===== src/rtl/srp_pkg.sv =====
package srp_pkg;
  localparam int BYTE_W  = 8;
  localparam int FRAME_W = 2 * BYTE_W;
  localparam int FLAG_W  = 2;

  localparam logic [3:0] ADDR_BOTH   = 4'b1001;
  localparam logic [3:0] ADDR_STATUS = 4'b1011;
  localparam logic [3:0] ADDR_REF    = 4'b1100;
  localparam logic [3:0] ADDR_LEFT   = 4'b1101;
  localparam logic [3:0] ADDR_RIGHT  = 4'b1110;
  localparam logic [3:0] ADDR_TEST   = 4'b1111;

  typedef struct packed {
    logic              wrLeft;
    logic              wrRight;
    logic              wrBoth;
    logic              wrRef;
    logic              wrTest;
    logic              clrStat;
    logic [3:0]        addr;
    logic [BYTE_W-1:0] data;
  } port_cmd_t;
endpackage


===== src/rtl/srp_frame_ctrl.sv =====
module srp_frame_ctrl
  import srp_pkg::*;
#(
  parameter int SYNC_STAGES = 2
) (
  input  logic              clk,
  input  logic              rstN,
  input  logic              serClk,
  input  logic              selN,
  input  logic              sdaIn,
  input  logic [BYTE_W-1:0] rdValue,
  output port_cmd_t         cmd,
  output logic              sdaOut,
  output logic              sdaOe
);
  localparam int CNT_W = $clog2(FRAME_W + 1);
  localparam int IDX_W = $clog2(BYTE_W);

  logic [SYNC_STAGES-1:0] clkPipe, selPipe, datPipe;
  logic clkPrev, clkSync, datBit, selActive, rise, fall;
  logic [CNT_W-1:0] bitCnt;
  logic [FRAME_W-2:0] shiftIn;
  logic [FRAME_W-1:0] frameWord;
  logic [BYTE_W-1:0] rdLatch;
  logic isRead, commit, addrDone;
  logic [IDX_W-1:0] outIdx;
  logic unusedBits;

  always_ff @(posedge clk or negedge rstN) begin
    if (!rstN) begin
      clkPipe <= '0;
      selPipe <= '1;
      datPipe <= '0;
      clkPrev <= 1'b0;
    end else begin
      clkPipe <= {clkPipe[SYNC_STAGES-2:0], serClk};
      selPipe <= {selPipe[SYNC_STAGES-2:0], selN};
      datPipe <= {datPipe[SYNC_STAGES-2:0], sdaIn};
      clkPrev <= clkSync;
    end
  end

  assign clkSync   = clkPipe[SYNC_STAGES-1];
  assign datBit    = datPipe[SYNC_STAGES-1];
  assign selActive = ~selPipe[SYNC_STAGES-1];
  assign rise      = selActive & clkSync & ~clkPrev;
  assign fall      = selActive & ~clkSync & clkPrev;
  assign frameWord = {shiftIn, datBit};
  assign addrDone  = rise && (bitCnt == CNT_W'(BYTE_W - 1));
  assign commit    = rise && (bitCnt == CNT_W'(FRAME_W - 1));
  assign outIdx    = IDX_W'(CNT_W'(FRAME_W - 1) - bitCnt);
  assign unusedBits = &{frameWord[FRAME_W-1], frameWord[BYTE_W+1:BYTE_W]};

  always_comb begin
    cmd = '0;
    cmd.data = frameWord[BYTE_W-1:0];
    cmd.addr = (bitCnt < CNT_W'(BYTE_W)) ? frameWord[6:3] : frameWord[BYTE_W+6:BYTE_W+3];
    if (commit) begin
      if (!frameWord[BYTE_W+2]) begin
        case (cmd.addr)
          ADDR_LEFT:  cmd.wrLeft  = 1'b1;
          ADDR_RIGHT: cmd.wrRight = 1'b1;
          ADDR_BOTH:  cmd.wrBoth  = 1'b1;
          ADDR_REF:   cmd.wrRef   = 1'b1;
          ADDR_TEST:  cmd.wrTest  = 1'b1;
          default:    ;
        endcase
      end else if (cmd.addr == ADDR_STATUS) begin
        cmd.clrStat = 1'b1;
        cmd.data    = rdLatch;
      end
    end
  end

  always_ff @(posedge clk or negedge rstN) begin
    if (!rstN) begin
      bitCnt  <= '0;
      shiftIn <= '0;
      rdLatch <= '0;
      isRead  <= 1'b0;
      sdaOut  <= 1'b0;
      sdaOe   <= 1'b0;
    end else if (!selActive) begin
      bitCnt <= '0;
      isRead <= 1'b0;
      sdaOe  <= 1'b0;
    end else begin
      if (rise) begin
        shiftIn <= frameWord[FRAME_W-2:0];
        if (bitCnt != CNT_W'(FRAME_W)) bitCnt <= bitCnt + 1'b1;
      end
      if (addrDone) begin
        rdLatch <= rdValue;
        isRead  <= frameWord[2];
      end
      if (fall) begin
        if (isRead && bitCnt >= CNT_W'(BYTE_W) && bitCnt < CNT_W'(FRAME_W)) begin
          sdaOe  <= 1'b1;
          sdaOut <= rdLatch[outIdx];
        end else begin
          sdaOe <= 1'b0;
        end
      end
    end
  end


  oe_idle_chk: assert property (@(posedge clk) disable iff (!rstN)
    !selActive |=> !sdaOe);


  cmd_onehot_chk: assert property (@(posedge clk) disable iff (!rstN)
    $onehot0({cmd.wrLeft, cmd.wrRight, cmd.wrBoth, cmd.wrRef, cmd.wrTest, cmd.clrStat}));
endmodule


===== src/rtl/srp_reg_file.sv =====
module srp_reg_file
  import srp_pkg::*;
(
  input  logic              clk,
  input  logic              rstN,
  input  port_cmd_t         cmd,
  input  logic              peakHitLeft,
  input  logic              peakHitRight,
  input  logic [BYTE_W-1:0] tapSignals,
  output logic [BYTE_W-1:0] rdValue,
  output logic [BYTE_W-1:0] gainLeft,
  output logic [BYTE_W-1:0] gainRight,
  output logic [BYTE_W-1:0] peakRef,
  output logic              gainLeftStb,
  output logic              gainRightStb,
  output logic              muteOut,
  output logic              muteOe
);
  logic [BYTE_W-1:0] testReg;
  logic [FLAG_W-1:0] statusReg, clrMask;
  logic loadLeft, loadRight;

  assign loadLeft  = cmd.wrLeft  | cmd.wrBoth;
  assign loadRight = cmd.wrRight | cmd.wrBoth;
  assign clrMask   = cmd.clrStat ? cmd.data[FLAG_W-1:0] : '0;

  always_ff @(posedge clk or negedge rstN) begin
    if (!rstN) begin
      gainLeft     <= '0;
      gainRight    <= '0;
      peakRef      <= '1;
      testReg      <= '0;
      statusReg    <= '0;
      gainLeftStb  <= 1'b0;
      gainRightStb <= 1'b0;
    end else begin
      gainLeftStb  <= loadLeft;
      gainRightStb <= loadRight;
      if (loadLeft)   gainLeft  <= cmd.data;
      if (loadRight)  gainRight <= cmd.data;
      if (cmd.wrRef)  peakRef   <= cmd.data;
      if (cmd.wrTest) testReg   <= cmd.data;
      statusReg <= (statusReg & ~clrMask) | {peakHitLeft, peakHitRight};
    end
  end

  always_comb begin
    case (cmd.addr)
      ADDR_STATUS: rdValue = {{(BYTE_W-FLAG_W){1'b0}}, statusReg};
      ADDR_REF:    rdValue = peakRef;
      ADDR_LEFT:   rdValue = gainLeft;
      ADDR_RIGHT:  rdValue = gainRight;
      ADDR_TEST:   rdValue = testReg;
      default:     rdValue = '0;
    endcase
  end

  assign muteOe  = testReg[1];
  assign muteOut = testReg[1] & tapSignals[testReg[4:2]];


  stat_set_chk: assert property (@(posedge clk) disable iff (!rstN)
    peakHitLeft |=> statusReg[1]);


  ref_write_chk: assert property (@(posedge clk) disable iff (!rstN)
    cmd.wrRef |=> (peakRef == $past(cmd.data)));


  gain_hold_chk: assert property (@(posedge clk) disable iff (!rstN)
    !loadLeft |=> ($stable(gainLeft) && !gainLeftStb));
endmodule


===== src/rtl/serial_reg_port.sv =====
module serial_reg_port
  import srp_pkg::*;
#(
  parameter int SYNC_STAGES = 2
) (
  input  logic              clk,
  input  logic              rstN,
  input  logic              serClk,
  input  logic              selN,
  input  logic              sdaIn,
  output logic              sdaOut,
  output logic              sdaOe,
  input  logic              peakHitLeft,
  input  logic              peakHitRight,
  input  logic [BYTE_W-1:0] tapSignals,
  output logic              muteOut,
  output logic              muteOe,
  output logic [BYTE_W-1:0] gainLeft,
  output logic [BYTE_W-1:0] gainRight,
  output logic [BYTE_W-1:0] peakRef,
  output logic              gainLeftStb,
  output logic              gainRightStb
);
  port_cmd_t cmd;
  logic [BYTE_W-1:0] rdValue;

  srp_frame_ctrl #(.SYNC_STAGES(SYNC_STAGES)) i_ctrl (
    .clk(clk), .rstN(rstN), .serClk(serClk), .selN(selN), .sdaIn(sdaIn),
    .rdValue(rdValue), .cmd(cmd), .sdaOut(sdaOut), .sdaOe(sdaOe)
  );

  srp_reg_file i_regs (
    .clk(clk), .rstN(rstN), .cmd(cmd),
    .peakHitLeft(peakHitLeft), .peakHitRight(peakHitRight), .tapSignals(tapSignals),
    .rdValue(rdValue), .gainLeft(gainLeft), .gainRight(gainRight), .peakRef(peakRef),
    .gainLeftStb(gainLeftStb), .gainRightStb(gainRightStb),
    .muteOut(muteOut), .muteOe(muteOe)
  );
endmodule


===== config.mk =====
export PLATFORM = sky130hd
export DESIGN_NAME = serial_reg_port
export DESIGN_NICKNAME = d
export VERILOG_FILES = /design/src/rtl/srp_pkg.sv /design/src/rtl/srp_frame_ctrl.sv /design/src/rtl/srp_reg_file.sv /design/src/rtl/serial_reg_port.sv
export SDC_FILE = /design/constraint.sdc
export NUM_CORES = 1
export LEC_CHECK = 0
export ABC_AREA = 1
export BUFFER_PORTS_ARGS = -buffer_cell sky130_fd_sc_hd__buf_2
export CORE_MARGIN = 2
export CORE_UTILIZATION = 50
export CTS_BUF_LIST = sky130_fd_sc_hd__clkbuf_8
export CTS_CLUSTER_DIAMETER = 50
export DETAILED_ROUTE_END_ITERATION = 8
export HOLD_SLACK_MARGIN = 0.02
export PLACE_DENSITY = 0.7
export SLEW_MARGIN = 15
export SYNTH_ARGS = -nofsm -noshare
export SYNTH_HDL_FRONTEND = slang
export SYNTH_SLANG_ARGS = --single-unit

===== constraint.sdc =====
create_clock -name clk -period 2.2 [get_ports clk]
set_input_delay 0.11 -clock clk [delete_from_list [all_inputs] [get_ports clk]]
set_output_delay 0.11 -clock clk [all_outputs]
set_load 0.1 [all_outputs]

==> run_results.csv <==
group,metric,value,unit
run_status,status,"completed",
logic_synthesis,syn-num-nets,442,
logic_synthesis,synthSimpleGateAreaFrac,0.294,
critical_path,required,2420,ps
logic_synthesis,synth-seq-cells,73,
detailed_routing,first_pass_iters,5,
global_routing,grt-ovfl-total,0,
timing,slew_violations,0,
die,initial_core_util,0.518,
final_layout,synthToLayoutAreaGrowth,17.1,%
logic_synthesis,postSynthAreaPerCell,8.35,um^2
final_layout,seq_area,1840,um^2
die,core_area,6830,um^2
timing,setup_viol,0,
final_layout,fill_cells,647,
run,drv_cap,0,
logic_synthesis,async_flop_share,1.00,
final_layout,layout.nets,504,
detailed_routing,drtAntennaViolNets,0,
critical_path,r2r_slack,180,ps
logic_synthesis,synth_compound_area_frac,0.110,
pwr,peakVddDrop,346,uV
logic_synthesis,synth_edf_count,0,
placement,place_hpwl,6.69,mm
global_routing,track_usage,0.251,
timing,fmax,495,MHz
logic_synthesis,synth-adder-area-share,0.0106,
detailed_routing,drt_wl_total,8.92,mm
logic_synthesis,yosysWarnings,0,
clocking,cts_tree,"done",
final_layout,multi_input_comb_area,1470,um^2
clocking,numClockSinks,73,
critical_path,worstPathMaxFanout,9,
placement,port_buffers,44,
logic_synthesis,synthCells,424,
logic_synthesis,synth_ff_type,"dfrtp_1",
timing,fin_skew,8.24,ps
timing,slew_headroom,0.658,
logic_synthesis,synth.top_cell.area_share,0.445,
critical_path,reg2reg_from,"i_ctrl.bitCnt[1]$_DFFE_PN0P_",
detailed_routing,dr_total_vias,3209,
die,rows,30,
clocking,cts_root_buf,"clkbuf_8",
clocking,clock_latency,350,ps
logic_synthesis,ys_types,32,
final_layout,final_cell_mix,"114 x nand2_1, 63 x dfrtp_1, 55 x nand3_1",
logic_synthesis,muxShareOfSynthArea,0,
critical_path,worst_r2r_endpoint,"i_regs.gainLeft[6]$_DFFE_PN0P_",
critical_path,rr_worst_depth,9,
timing,hold_viol_final,0,
logic_synthesis,synth.top_cells.by_area,"dfrtp_1 45%, nand2_1 12%, nand3_1 7.8%",
clocking,cts_setup_buffers,0,
detailed_routing,wl_per_cell,15.2,um
pwr,leakagePower,2.07,nW
clocking,cts_buffers,9,
clocking,clk_pin_slew_worst_paths,70,ps
critical_path,arrival,2240,ps
final_layout,diodes,0,
global_routing,grt_max_degree,34,
die,io_pins,45,
placement,place.gp.congestion,0.916,
timing,tns,0,ps
critical_path,crit_path_end_kind,"flip-flop",
final_layout,drive_gt1_frac,0.220,
die,dieArea,7770,um^2
logic_synthesis,syn_area,3540,um^2
final_layout,final_common_cell,"nand2_1",
clocking,h-tree-depth,3,
global_routing,grt_pass1_wl,14.7,mm
detailed_routing,viasPerCell,5.47,
hold_path,hold_path.class,"primary input to async pin",
logic_synthesis,yosysSeqAreaShare,0.519,
final_layout,fin_area,4150,um^2
logic_synthesis,synth_top_family_by_area,"simple AND/OR/NAND/NOR gates",
timing,fin_crit,2020,ps
logic_synthesis,synth_xor_area_frac,0,
detailed_routing,drtIter0Drc,342,
logic_synthesis,synth_top_area_cell,"dfrtp_1",
timing,rsz0062_at_grt,"no",
timing,fin_crit_sh,0.919,
detailed_routing,drc,0,
placement,placed_cell_area,3920,um^2
die,die_y,88.2,um
global_routing,antenna_found_initial,0,
critical_path,start_kind,"flip-flop",
pwr,power_density,634,nW/um^2
clocking,clockBufferDepth,2,
die,die-width,88.2,um
timing,tightest_slew,513,ps
critical_path,crit_type,"flip-flop to flip-flop",
global_routing,grt_pass1_vias,2935,
==> cell families (layout without fill, tap and decap cells) <==
family                     after synthesis  after routing
adders and majority gates                3              3
DFF                                     73             73
and+or+nand+nor                        217            217
buffers and inverters                   58            125
AOI/OAI and AO/OA                       73             73
==> synth_stat cells (4+ instances only) <==
master,count
dfstp_2,10
nand2_2,8
nor2_1,13
nand4_1,7
inv_1,40
dfrtp_1,63
a21oi_1,4
inv_2,8
o21ai_0,50
o21ai_1,10
nor2_2,5
nor2_4,4
nand3_1,55
nand2_1,114
==> state kept, by name, summed over array words and instances, names as in the netlist <==
register / flops
i_regs.gainLeft: 8
i_ctrl.shiftIn: 14
i_regs.testReg: 8
i_regs.gainLeftStb: 1
i_ctrl.sdaOe: 1
i_regs.peakRef: 8
i_ctrl.rdLatch: 8
i_ctrl.isRead: 1
i_ctrl.clkPrev: 1
i_ctrl.datPipe: 2
i_regs.gainRight: 8
i_ctrl.bitCnt: 5
i_regs.gainRightStb: 1
i_regs.statusReg: 2
i_ctrl.sdaOut: 1
i_ctrl.clkPipe: 2
i_ctrl.selPipe: 2
==> stage by stage <==
| step | util | std cells | hold slack (ps) | power [W] | worst slack (ps) |
|---|---|---|---|---|---|
| 2_1_floorplan | - | 424 | -186 | 0.00163 | 79.7 |
| 3_3_place_gp | 0.574 | 565 | 112 | 0.00175 | 270 |
| 3_5_place_dp | 0.574 | 565 | 112 | 0.00176 | 196 |
| 4_1_cts | 0.606 | 587 | 285 | 0.00264 | 159 |
| 5_1_grt | 0.607 | 587 | 313 | 0.00276 | 8.07 |
| 6_report | 0.607 | 587 | 267 | 0.00263 | 179 |
==> worst max-delay path by stage <==
stage / start / to / slack (ps) / cells after the start
2_1_floorplan: i_regs.testReg[1]$_DFFE_PN0P_ / muteOut / 80 / 2
3_3_place_gp: i_ctrl.bitCnt[1]$_DFFE_PN0P_ / i_regs.testReg[3]$_DFFE_PN0P_ / 270 / 11
3_5_place_dp: i_ctrl.bitCnt[1]$_DFFE_PN0P_ / i_regs.testReg[6]$_DFFE_PN0P_ / 200 / 11
4_1_cts: i_ctrl.bitCnt[1]$_DFFE_PN0P_ / i_regs.testReg[7]$_DFFE_PN0P_ / 160 / 11
5_1_grt: i_ctrl.bitCnt[1]$_DFFE_PN0P_ / i_regs.gainLeft[5]$_DFFE_PN0P_ / 8 / 9
6_report: i_ctrl.bitCnt[1]$_DFFE_PN0P_ / i_regs.gainLeft[6]$_DFFE_PN0P_ / 180 / 9
==> critical path: stages (launching register included) <==
cell and delay [ps]:
dfrtp_1 440, ha_1 200, nand2_1 120, nor2_1 120, ha_1 200, nand2_4 80, nor2_4 300, nand3_1 210
nand3_1 130, o21ai_0 80
==> routing by layer <==
layer  GRT usage  share of wire  up-vias  routed length, um
li1            -              -     1521                  -
met1       0.371           0.46     1534               4110
met2       0.379           0.46      137               4100
met3      0.0518          0.062       17                550
met4      0.0661          0.017        0                155
met5           0              0        -                  0
==> layout make-up <==
| type | instances | area share |
|---|---|---|
| timing repair buffer | 60 | 0.0887 |
| clock buffer | 10 | 0.0332 |
| clock inverter | 6 | 0.00573 |
| multi-input combinational | 293 | 0.355 |
| tap | 96 | 0.0290 |
| inverter | 49 | 0.0444 |
| sequential | 73 | 0.444 |
==> power breakdown <==
part	switching [W]	internal, W
clock	0.000462	0.000418
sequential	0.0000412	0.00139
combinational	0.000225	0.0000923
total	0.000729	0.00190
==> timing repair <==
item | CTS | global route
gates resized for setup | 0 | 1
hold buffers | 6 | 0
endpoints found under the hold margin | 24 | 0
setup endpoints to repair | 0 | 8
Note: power is estimated with default switching activity, not from simulation.
